`config.mk`:
```
export PLATFORM = sky130hd
export DESIGN_NAME = spiq_master
export DESIGN_NICKNAME = d
export VERILOG_FILES = /design/src/rtl/spiq_pkg.sv /design/src/rtl/spiq_fifo.sv /design/src/rtl/spiq_engine.sv /design/src/rtl/spiq_master.sv
export SDC_FILE = /design/constraint.sdc
export NUM_CORES = 1
export LEC_CHECK = 0
export BUFFER_PORTS_ARGS = -buffer_cell sky130_fd_sc_hd__buf_4
export CAP_MARGIN = 20
export CORE_ASPECT_RATIO = 1.25
export CORE_MARGIN = 1
export CORE_UTILIZATION = 50
export DETAILED_ROUTE_END_ITERATION = 7
export GPL_TIMING_DRIVEN = 0
export HOLD_SLACK_MARGIN = 0.05
export PLACE_DENSITY = 0.63
export SLEW_MARGIN = 20
export SYNTH_ARGS = -nofsm -noshare
export SYNTH_HDL_FRONTEND = slang
export SYNTH_SLANG_ARGS = --single-unit
```
`constraint.sdc`:
```
create_clock -name clk -period 4.66 [get_ports clk]
set_clock_uncertainty 0.15 [all_clocks]
set_input_delay 0.233 -clock clk [delete_from_list [all_inputs] [get_ports clk]]
set_output_delay 0.233 -clock clk [all_outputs]
set_load 0.01 [all_outputs]
```
`src/rtl/spiq_pkg.sv`:
```
package spiq_pkg;
  localparam int DATA_W    = 16;
  localparam int NCS       = 6;
  localparam int NSETS     = 4;
  localparam int ADR_CTRL  = 0;
  localparam int ADR_STAT  = 1;
  localparam int ADR_IEN   = 2;
  localparam int ADR_TCNT  = 3;
  localparam int ADR_PUSH  = 4;
  localparam int ADR_POP   = 5;
  localparam int ADR_ATTR0 = 8;

  typedef struct packed {
    logic              hold_cs;
    logic              rsv_a;
    logic [1:0]        set_sel;
    logic              last;
    logic              cnt_clr;
    logic [3:0]        rsv_b;
    logic [NCS-1:0]    cs;
    logic [DATA_W-1:0] data;
  } cmd_t;

  typedef struct packed {
    logic [3:0] fsz;
    logic       cpol;
    logic       cpha;
    logic       lsb_first;
  } attr_t;

  typedef enum logic [1:0] {E_IDLE, E_SETUP, E_SHIFT, E_AFTER} eng_st_t;

  // frame length in bits; codes below 3 fall back to the 4-bit minimum
  function automatic logic [4:0] frame_len(input logic [3:0] fsz);
    return (fsz < 4'd3) ? 5'd4 : ({1'b0, fsz} + 5'd1);
  endfunction

  // data bit position of the idx-th bit on the wire
  function automatic logic [3:0] bit_pos(input logic [3:0] idx,
                                         input logic [4:0] nbits,
                                         input logic lsb);
    logic [4:0] t;
    t = nbits - 5'd1 - {1'b0, idx};
    return lsb ? idx : t[3:0];
  endfunction
endpackage

```
`src/rtl/spiq_fifo.sv`:
```
module spiq_fifo #(
  parameter int W     = 32,
  parameter int DEPTH = 4
) (
  input  logic         clk,
  input  logic         rst_n,
  input  logic         flush,
  input  logic         push,
  input  logic [W-1:0] wdata,
  input  logic         pop,
  output logic [W-1:0] rdata,
  output logic         full,
  output logic         empty
);
  localparam int PW = $clog2(DEPTH);
  localparam int CW = $clog2(DEPTH + 1);

  logic [W-1:0]  mem [DEPTH];
  logic [PW-1:0] wp, rp;
  logic [CW-1:0] cnt;
  logic          do_push, do_pop;

  assign full    = (cnt == CW'(DEPTH));
  assign empty   = (cnt == '0);
  assign do_push = push & ~full;
  assign do_pop  = pop & ~empty;
  assign rdata   = mem[rp];

  function automatic logic [PW-1:0] nxt(input logic [PW-1:0] p);
    return (p == PW'(DEPTH - 1)) ? '0 : p + 1'b1;
  endfunction

  always_ff @(posedge clk or negedge rst_n) begin
    if (!rst_n) begin
      wp <= '0; rp <= '0; cnt <= '0;
    end else if (flush) begin
      wp <= '0; rp <= '0; cnt <= '0;
    end else begin
      if (do_push) wp <= nxt(wp);
      if (do_pop)  rp <= nxt(rp);
      cnt <= cnt + CW'(do_push) - CW'(do_pop);
    end
  end

  always_ff @(posedge clk) begin
    if (do_push && !flush) mem[wp] <= wdata;
  end
endmodule

```
`src/rtl/spiq_engine.sv`:
```
module spiq_engine
  import spiq_pkg::*;
#(
  parameter int AFTER_HT = 2
) (
  input  logic                       clk,
  input  logic                       rst_n,
  input  logic                       run,
  input  logic                       tick,
  input  logic                       cmd_valid,
  input  cmd_t                       cmd_in,
  input  attr_t [NSETS-1:0]          attr_sets,
  input  logic                       miso,
  output logic                       cmd_take,
  output logic                       sck,
  output logic                       mosi,
  output logic                       cs_on,
  output logic [NCS-1:0]             cs_sel,
  output logic                       frame_done,
  output logic                       frame_last,
  output logic [DATA_W-1:0]          rx_word,
  output logic [15:0]                tcnt
);
  localparam int ACW = $clog2(AFTER_HT + 1);

  eng_st_t           state;
  attr_t             cur, pick;
  logic [4:0]        nbits;
  logic [5:0]        hcnt, last_h;
  logic [3:0]        out_idx, in_idx;
  logic [DATA_W-1:0] tx_data, rx_sh, rx_next;
  logic              keep_cs;
  logic [ACW-1:0]    after_cnt;
  logic              sample_now, shift_now;
  logic              unused_cmd;

  assign unused_cmd = ^{cmd_in.rsv_a, cmd_in.rsv_b};
  assign pick       = attr_sets[cmd_in.set_sel];
  assign cmd_take   = (state == E_IDLE) && run && cmd_valid;
  assign last_h     = {nbits, 1'b0} - 6'd1;
  assign sample_now = (state == E_SHIFT) && tick && (hcnt[0] == cur.cpha);
  assign shift_now  = (state == E_SHIFT) && tick && (hcnt[0] != cur.cpha) && (hcnt != 6'd0);
  assign frame_done = (state == E_SHIFT) && tick && (hcnt == last_h);
  assign mosi       = cs_on & tx_data[bit_pos(out_idx, nbits, cur.lsb_first)];
  assign rx_word    = rx_next;

  always_comb begin
    rx_next = rx_sh;
    if (sample_now) rx_next[bit_pos(in_idx, nbits, cur.lsb_first)] = miso;
  end

  always_ff @(posedge clk or negedge rst_n) begin
    if (!rst_n) begin
      state <= E_IDLE; cur <= '0; nbits <= 5'd4; hcnt <= '0;
      out_idx <= '0; in_idx <= '0; tx_data <= '0; rx_sh <= '0;
      sck <= 1'b0; cs_on <= 1'b0; cs_sel <= '0; keep_cs <= 1'b0;
      frame_last <= 1'b0; after_cnt <= '0; tcnt <= '0;
    end else begin
      case (state)
        E_IDLE: if (cmd_take) begin
          cur        <= pick;
          nbits      <= frame_len(pick.fsz);
          tx_data    <= cmd_in.data;
          keep_cs    <= cmd_in.hold_cs;
          frame_last <= cmd_in.last;
          sck        <= pick.cpol;
          cs_on      <= 1'b1;
          cs_sel     <= cmd_in.cs;
          hcnt       <= '0;
          out_idx    <= '0;
          in_idx     <= '0;
          rx_sh      <= '0;
          if (cmd_in.cnt_clr) tcnt <= '0;
          state      <= E_SETUP;
        end
        E_SETUP: if (tick) state <= E_SHIFT;
        E_SHIFT: if (tick) begin
          sck  <= ~sck;
          hcnt <= hcnt + 6'd1;
          if (sample_now) begin
            rx_sh  <= rx_next;
            in_idx <= in_idx + 4'd1;
          end
          if (shift_now) out_idx <= out_idx + 4'd1;
          if (frame_done) begin
            tcnt <= tcnt + 16'd1;
            if (keep_cs) state <= E_IDLE;
            else begin
              state     <= E_AFTER;
              after_cnt <= '0;
            end
          end
        end
        E_AFTER: if (tick) begin
          if (after_cnt == ACW'(AFTER_HT - 1)) begin
            cs_on <= 1'b0;
            state <= E_IDLE;
          end else begin
            after_cnt <= after_cnt + 1'b1;
          end
        end
        default: state <= E_IDLE;
      endcase
    end
  end
endmodule

```
`src/rtl/spiq_master.sv`:
```
module spiq_master
  import spiq_pkg::*;
#(
  parameter int AW         = 4,
  parameter int FIFO_DEPTH = 4,
  parameter int AFTER_HT   = 2
) (
  input  logic          clk,
  input  logic          rst_n,
  input  logic [AW-1:0] reg_addr,
  input  logic          reg_wr,
  input  logic          reg_rd,
  input  logic [31:0]   reg_wdata,
  output logic [31:0]   reg_rdata,
  input  logic          half_tick,
  output logic          sck,
  output logic          mosi,
  input  logic          miso,
  output logic [5:0]    pcs,
  output logic          irq
);
  logic              master_en, flag_tcf, flag_eoq, en_tcf, en_eoq;
  logic [NCS-1:0]    idle_lvl, cs_sel;
  attr_t [NSETS-1:0] attr_r;
  logic              wr_ctrl, wr_stat, wr_ien, push_req, pop_req;
  logic              flush_tx, flush_rx, push_drop, run;
  logic              tx_full, tx_empty, rx_full, rx_empty;
  logic [31:0]       tx_head;
  logic [DATA_W-1:0] rx_head, rx_word;
  logic              cmd_take, cs_on, frame_done, frame_last;
  logic [15:0]       tcnt;
  logic              unused_wbits;

  assign unused_wbits = ^{reg_wdata[30:29], reg_wdata[27:22], reg_wdata[15:12],
                          reg_wdata[9:0], rx_full};

  assign wr_ctrl   = reg_wr && (reg_addr == AW'(ADR_CTRL));
  assign wr_stat   = reg_wr && (reg_addr == AW'(ADR_STAT));
  assign wr_ien    = reg_wr && (reg_addr == AW'(ADR_IEN));
  assign push_req  = reg_wr && (reg_addr == AW'(ADR_PUSH));
  assign pop_req   = reg_rd && (reg_addr == AW'(ADR_POP));
  assign flush_tx  = wr_ctrl && reg_wdata[11];
  assign flush_rx  = wr_ctrl && reg_wdata[10];
  assign push_drop = push_req && tx_full;
  assign run       = master_en && !flag_eoq;

  always_ff @(posedge clk or negedge rst_n) begin
    if (!rst_n) begin
      master_en <= 1'b0; idle_lvl <= '0;
      flag_tcf <= 1'b0; flag_eoq <= 1'b0;
      en_tcf <= 1'b0; en_eoq <= 1'b0;
    end else begin
      if (wr_ctrl) begin
        master_en <= reg_wdata[31];
        idle_lvl  <= reg_wdata[21:16];
      end
      if (wr_ien) begin
        en_tcf <= reg_wdata[31];
        en_eoq <= reg_wdata[28];
      end
      flag_tcf <= frame_done | (flag_tcf & ~(wr_stat & reg_wdata[31]));
      flag_eoq <= (frame_done & frame_last) | (flag_eoq & ~(wr_stat & reg_wdata[28]));
    end
  end

  for (genvar g = 0; g < NSETS; g++) begin : g_attr
    always_ff @(posedge clk or negedge rst_n) begin
      if (!rst_n) attr_r[g] <= '0;
      else if (reg_wr && reg_addr == AW'(ADR_ATTR0 + g)) attr_r[g] <= reg_wdata[30:24];
    end
  end

  spiq_fifo #(.W(32), .DEPTH(FIFO_DEPTH)) i_txq (
    .clk(clk), .rst_n(rst_n), .flush(flush_tx), .push(push_req), .wdata(reg_wdata),
    .pop(cmd_take), .rdata(tx_head), .full(tx_full), .empty(tx_empty));

  spiq_fifo #(.W(DATA_W), .DEPTH(FIFO_DEPTH)) i_rxq (
    .clk(clk), .rst_n(rst_n), .flush(flush_rx), .push(frame_done), .wdata(rx_word),
    .pop(pop_req), .rdata(rx_head), .full(rx_full), .empty(rx_empty));

  spiq_engine #(.AFTER_HT(AFTER_HT)) i_eng (
    .clk(clk), .rst_n(rst_n), .run(run), .tick(half_tick), .cmd_valid(!tx_empty),
    .cmd_in(cmd_t'(tx_head)), .attr_sets(attr_r), .miso(miso), .cmd_take(cmd_take),
    .sck(sck), .mosi(mosi), .cs_on(cs_on), .cs_sel(cs_sel), .frame_done(frame_done),
    .frame_last(frame_last), .rx_word(rx_word), .tcnt(tcnt));

  assign pcs = cs_on ? (idle_lvl ^ cs_sel) : idle_lvl;
  assign irq = (flag_tcf & en_tcf) | (flag_eoq & en_eoq);

  always_comb begin
    reg_rdata = '0;
    if (reg_addr == AW'(ADR_CTRL))      reg_rdata = {master_en, 9'd0, idle_lvl, 16'd0};
    else if (reg_addr == AW'(ADR_STAT)) reg_rdata = {flag_tcf, 2'b00, flag_eoq, 28'd0};
    else if (reg_addr == AW'(ADR_IEN))  reg_rdata = {en_tcf, 2'b00, en_eoq, 28'd0};
    else if (reg_addr == AW'(ADR_TCNT)) reg_rdata = {tcnt, 16'd0};
    else if (reg_addr == AW'(ADR_POP))  reg_rdata = {16'd0, rx_empty ? 16'd0 : rx_head};
    for (int g = 0; g < NSETS; g++)
      if (reg_addr == AW'(ADR_ATTR0 + g)) reg_rdata = {1'b0, attr_r[g], 24'd0};
  end
endmodule

```
# Word level (Yosys, flattened, before mapping)
# Memory sizes are Yosys's and may differ from the RTL's.
# Cells that the tools add are included.
word_totals:
  rom_bits: 0
  ramBits: 192
  memories: 2
  latchBits: 0
  register_bits: 136
  inputBits: 42
memory_table:
  columns: ["name", "words", "width", "read_ports", "rd_ports_with_merged_regs", "write_ports", "line_no", "text"]
  rows:
  - ["i_txq.mem", 4, 32, 1, 0, 1, "spiq_fifo.sv:18", "logic [W-1:0] mem [DEPTH];"]
  - ["i_rxq.mem", 4, 16, 1, 0, 1, "spiq_fifo.sv:18", null]
op_classes:
  eq_ne: 33
  n_reduce_logical: 46
  n_lt_le_gt_ge: 5
  n_addsub: 18
  shifts: 0
  bitwise: 23
  n_div: 0
  n_mul: 0
  n_mux: 80
ops:
  columns: ["op", "n"]
  rows:
  - ["$mux 32", 8]
  - ["$mux 16", 10]
  - ["$pmux 16 s2", 2]
  - ["$mux 2", 24]
  - ["$mux 4", 7]
  - ["$logic_and 1x1->1", 22]
  - ["$mux 6", 3]
  - ["$add 16x1->16 const B", 1]
  - ["$bwmux 16", 1]
  - ["$eq 4x4->1 const B", 4]
  - ["$pmux 4 s2", 2]
  - ["$bmux 7 s2", 1]
  - ["$ne 2x2->1 const B", 7]
  - ["$reduce_bool 2->1", 7]
  - ["$and 1x1->1", 12]
  - ["$eq 2x2->1 const B", 6]
  - ["$pmux 6 s2", 1]
  - ["$reduce_and 4->1", 3]
  - ["$reduce_and 6->1", 2]
  - ["$mux 1", 11]
  - ["$add 2x1->2 const B", 5]
  - ["$lt 4x5->1 const B", 2]
  - ["$add 4x1->4 const B", 2]
  - ["$eq 4x2->1 const B", 2]
  - ["other kinds (37)", 60]

# Longest topological paths before layout
depth:
  ltp_word: 12
  mapped_depth: 14
  ltp_nobuf: 13

# Hierarchy
# A second synthesis with hierarchy kept.
hier_totals:
  cells_unflattened: 1100
  area_unflattened_um2: 15232.1
by_module_without_submodules:
  columns: ["module", "cells_each", "n_inst", "area_each_um2"]
  rows:
  - ["spiq_fifo (i_txq)", 216, 1, 5126.2]
  - ["spiq_engine", 544, 1, 4946.0]
  - ["spiq_fifo (i_rxq)", 132, 1, 2847.7]
  - ["spiq_master", 208, 1, 2312.2]

# Least setup slack after synthesis
# Ideal clock, no wire load.
synth_path:
  path_type: "register to register"
  start: "register i_eng.nbits[0]"
  end: "memory i_rxq.mem[0][0] in the netlist's numbering, data pin"
  path_stages_with_launch: 13
  period_less_slack_ns: 3.088
  setup_slack_ns: 1.572
  t_arrival_ns: 2.672
  n_path_buf: 1
  required_ns: 4.244
  cell_sequence: "dfrtp_1 > inv_1 > ha_1 > inv_1 > ha_1 > nor2b_1 > o21ai_0 > a21oi_1 > o31a_1 > or2_1 > buf_6 > nor2_1 > mux2_2"
synth_via:
  elab_chain_len: 9
synth_rtl:
  columns: ["item", "line_no", "text"]
  rows:
  - ["start: declaration", "spiq_engine.sv:28", "logic [4:0] nbits;"]
  - ["start signal: assignment", "spiq_engine.sv:62", "nbits <= frame_len(pick.fsz);"]
  - ["$sub 4x1->4 *", "spiq_pkg.sv:43", "t = nbits - 5'd1 - {1'b0, idx};"]
  - ["$sub 4x4->4 *", "spiq_pkg.sv:43", null]
  - ["$mux 4 *", "spiq_pkg.sv:44", "return lsb ? idx : t[3:0];"]
  - ["$lt 4x5->1 (implied by the code) or $ge 4x1->1 (tied branches)", "spiq_engine.sv:49", "if (sample_now) rx_next[bit_pos(in_idx, nbits, cur.lsb_first)] = miso;"]
  - ["$logic_and 1x1->1 (implied by the code)", "spiq_engine.sv:49", null]
  - ["$mux 1 (implied by the code)", "spiq_engine.sv:49", null]
  - ["$demux 1 s4 *", null, null]
  - ["$bwmux 16 *", "spiq_engine.sv:49", null]
  - ["$mux 16 *", "spiq_engine.sv:49", null]
  - ["net i_eng.rx_word[0]", "spiq_engine.sv:21", "output logic [DATA_W-1:0] rx_word,"]
  - ["end: declaration", "spiq_fifo.sv:18", null]
# Mark *: on every way through the listed nets, which the timed path passes. The rest lies on a longest branch.

# Worst setup path after layout
layout_path:
  start: "register i_eng.nbits[0]"
  end: "output port mosi"
layout_via:
  elab_chain_len: 6
layout_rtl:
  columns: ["item", "line_no", "text"]
  rows:
  - ["$sub 4x1->4", "spiq_pkg.sv:43", null]
  - ["$sub 4x4->4", "spiq_pkg.sv:43", null]
  - ["$mux 4", "spiq_pkg.sv:44", null]
  - ["$bmux 1 s4", "spiq_engine.sv:44", "assign mosi = cs_on & tx_data[bit_pos(out_idx, nbits, cur.lsb_first)];"]
  - ["$mux 1 (implied by the code)", "spiq_engine.sv:44", null]
  - ["$and 1x1->1", "spiq_engine.sv:44", null]
  - ["end: declaration", "spiq_master.sv:17", "output logic mosi,"]
# No other way between the ends. The select of a mux whose other input is x is not followed.

==> key figures <==
Run status
  – Result of the run: complete, no violations

GRT
  – Initial antenna violation count: 0
  – Largest net degree at the start of global routing: 83
  – Met1 Use GR: 28.7%
  – Met3 Use GR: 2.52%
  – Vias in the first global route: 9,045
  – Grt ovf: 0
  – GRT busiest layer: met2
  – First-pass GRT wire length: 50.1 mm
  – Gr usage total: 22.2%
  – Met2 usage: 39.5%

Timing
  – Post-layout min period: 4050 ps
  – Post-route setup TNS: 0 ps
  – Fmax: 247 MHz
  – Unrepaired setup endpoints after global routing: false
  – Max Slew Vio Count: 0
  – Hold Violations, Final: 0
  – Hold slack final: 39.3 ps
  – Worst Tran Pin Value: 858 ps
  – Setup violators final: 0
  – Period utilization: 86.8%
  – Slew HR: 42.8%

Setup path
  – Slowest-stage cell, CP: dfrtp_1
  – WP data arrival: 3660 ps
  – Flop-to-flop setup slack: 780 ps
  – CP max FO: 6
  – RR Startpoint: i_eng.nbits[0]$_DFFE_PN0P_
  – CP cell instances: inv_1 > ha_1 > fa_1 > mux2i_1 > mux4_2 > mux4_2 > and2_1 > buf_4
  – Startpoint Class: flop
  – RR Endpoint: i_rxq.mem[3][2]$_DFFE_PP_
  – CP endpoint kind: primary output
  – Worst R2R Path Depth: 12
  – Worst path required time: 4280 ps
  – CP Class: reg2out
  – CP Launch Point: i_eng.nbits[0]$_DFFE_PN0P_
  – Most used cell, CP: mux4_2
  – Crit-path max cell delay: 520 ps

Drt
  – Per-cell routed wire length: 19.5 um
  – DR DRC count: 0
  – ANT nets after route: 0
  – DRT iter0 DRCs: 512
  – TritonRoute pass-1 iters: 6
  – Final wirelength: 31.4 mm
  – Routed vias/inst: 5.63
  – Vias: 9,033

CTS
  – CTS Sinks: 308
  – Root buffer cell: clkbuf_16
  – CTS clk-pin slew, worst paths: 70 ps
  – Worst-Skew Late Latency: 550 ps
  – Max Buffers Root-to-Sink: 3
  – CTS tree: yes
  – H-tree levels: 1
  – Post-CTS setup buffers: 0
  – PostCTS Resize Cnt: 0
  – CTS Buf Count: 30

Logic synthesis
  – FF+latch count, synth: 308
  – Synth Cell Area: 14,200 um2
  – Async S/R FF share, synth: 44.2%
  – Synth Flop Type: edfxtp_1
  – Post-Synth Simple-Gate Area: 11.7%
  – Synth Instances: 1,076
  – Net Count, Synth: 1,150
  – XOR/XNOR Fraction of Synth Area: 2.74%
  – Mux cell area share after synthesis: 13.5%
  – EDFF count, synth: 172
  – Synth Area in Compound Gates: 6.12%
  – Post-Synth Adder-Cell Area: 3.02%
  – Synth cell types: 60
  – Combinational family with the most area after synthesis: multiplexers
  – Yosys warnings: 0
  – Sequential-to-total area share from yosys stat: 60.2%
  – Avg Synthesized Cell Area: 13.2 um2

Min path
  – HP Class: in2async

Layout
  – # diodes: 0
  – FF+latch area: 8570 um2
  – Filler cells: 2,222
  – Post-layout nets: 1,305
  – Multi-input logic area: 5300 um2
  – Non-Filler Instances: 1,605
  – Share of cells above drive strength 1: 21.7%
  – P&R area growth vs syn: 18.4%

Floorplan
  – Die area: 29,200 um2
  – Die H: 191 um
  – Cell Rows: 68
  – Number of I/O pins: 83
  – Core Region: 27,800 um2
  – Initial core utilization: 51.2%
  – Die W: 153 um

Run
  – Max-cap violations: 0

Placed design
  – Port Buffers: 80
  – Routability cong.: 0.879
  – Cells after DPL: 1,512
  – DP HPWL: 21.5 mm

Power
  – Pleak: 6.68 nW
  – VDD IR max: 0.370 mV
  – Power per cell area: 581 nW/um2
  – Total Power: 0.00980 W
Yosys cell counts, types with 13 or more instances:
cell type / instances / area, um2
nand3_1: 24 / 120
nor3_1: 14 / 70.1
dfrtp_1: 135 / 3380
clkbuf_1: 28 / 105
nor2_1: 75 / 282
ha_1: 28 / 350
o21ai_0: 20 / 100
mux4_2: 54 / 1220
xnor2_1: 29 / 254
a21oi_1: 24 / 120
mux2_2: 49 / 552
inv_1: 36 / 135
nand2_1: 163 / 612
a22oi_1: 17 / 128
xor2_1: 13 / 114
nor2b_1: 26 / 163
edfxtp_1: 172 / 5160
mux2i_1: 16 / 160
flip-flops by register name, indices dropped and copies added, names as in the netlist, 3 cells and up:
name and flops:
i_txq.mem 108, i_rxq.mem 64, attr_r 28, i_eng.rx_sh 16, i_eng.tcnt 16, i_eng.tx_data 16
i_eng.cs_sel 6, i_eng.hcnt 6, idle_lvl 6, i_eng.nbits 5, i_eng.in_idx 4, i_eng.out_idx 4
i_rxq.cnt 3, i_txq.cnt 3
area by class of cell:
cell class,instances,area share [%]
Buffer,52,1.44
Clock buffer,35,4.75
Clock inverter,21,1.51
Inverter,37,0.824
Multi-Input combinational cell,679,31.5
Sequential cell,308,50.9
Tap cell,350,2.60
Timing Repair Buffer,123,6.56
worst max-delay path by stage:
stage	endpoint	slack, ps	cells past startpoint
floorplan	i_rxq.mem[0][0]$_DFFE_PP_	1570	12
global placement	i_rxq.mem[1][2]$_DFFE_PP_	710	12
detailed placement	i_rxq.mem[3][2]$_DFFE_PP_	730	12
CTS	mosi	520	8
global route	mosi	430	8
finish	mosi	610	8
per-layer routing:
metal	up-vias	routed length [um]
li1	4265	-
met1	4519	13200
met2	200	16200
met3	49	1160
met4	0	805
met5	-	0
placed cells by master (no fill, tap or decap), types with 11 or more instances in the layout:
cell	count
nand2_1	163
a32oi_1	11
dlygate4sd3_1	37
clkbuf_1	31
edfxtp_1	172
a21oi_1	24
mux2_2	49
mux2i_1	16
inv_1	36
nor2_1	75
xnor2_1	29
nand3_1	24
nor2b_1	26
a22oi_1	17
dfrtp_1	135
nor3_1	13
xor2_1	13
clkbuf_16	31
o21ai_0	20
buf_2	11
mux4_2	54
ha_1	28
buf_4	79
per-stage QoR:
step                cell area (um2)  util (%)  worst slack, ps
finish                        16900      60.6              614
floorplan                     14200         -             1570
detailed placement            15400      55.4              729
global route                  16900      60.6              430
global placement              15300      54.9              708
CTS                           16900      60.6              517
critical path, delay by kind of cell (launching register included):
family                     cells  cell delay [ps]
buffers and inverters          2              220
and+or+nand+nor                1              180
muxes                          3             1280
adders and majority gates      2              910
DFF                            1              520
kinds of logic after synthesis:
logic type      after synthesis
mux                         119
xor+xnor                     43
simple gates                363
buf+inv                      89
fa+ha+maj                    32
flops                       308
compound gates              122
timing repair:
item | in CTS | in global routing
hold buffers | 37 | 0
endpoints found under the setup margin | 0 | 0
hold endpoints to repair | 286 | 0
report_power, final:
| part | total (W) | leakage (nW) | internal [W] | switching [W] |
|---|---|---|---|---|
| registers | 0.00365 | 3.32 | 0.00331 | 0.000340 |
| clock network | 0.00257 | 0.506 | 0.00152 | 0.00105 |
| logic | 0.00357 | 2.86 | 0.00150 | 0.00207 |
| total | 0.00980 | 6.68 | 0.00633 | 0.00347 |
Power figures use the tool's default switching activity.
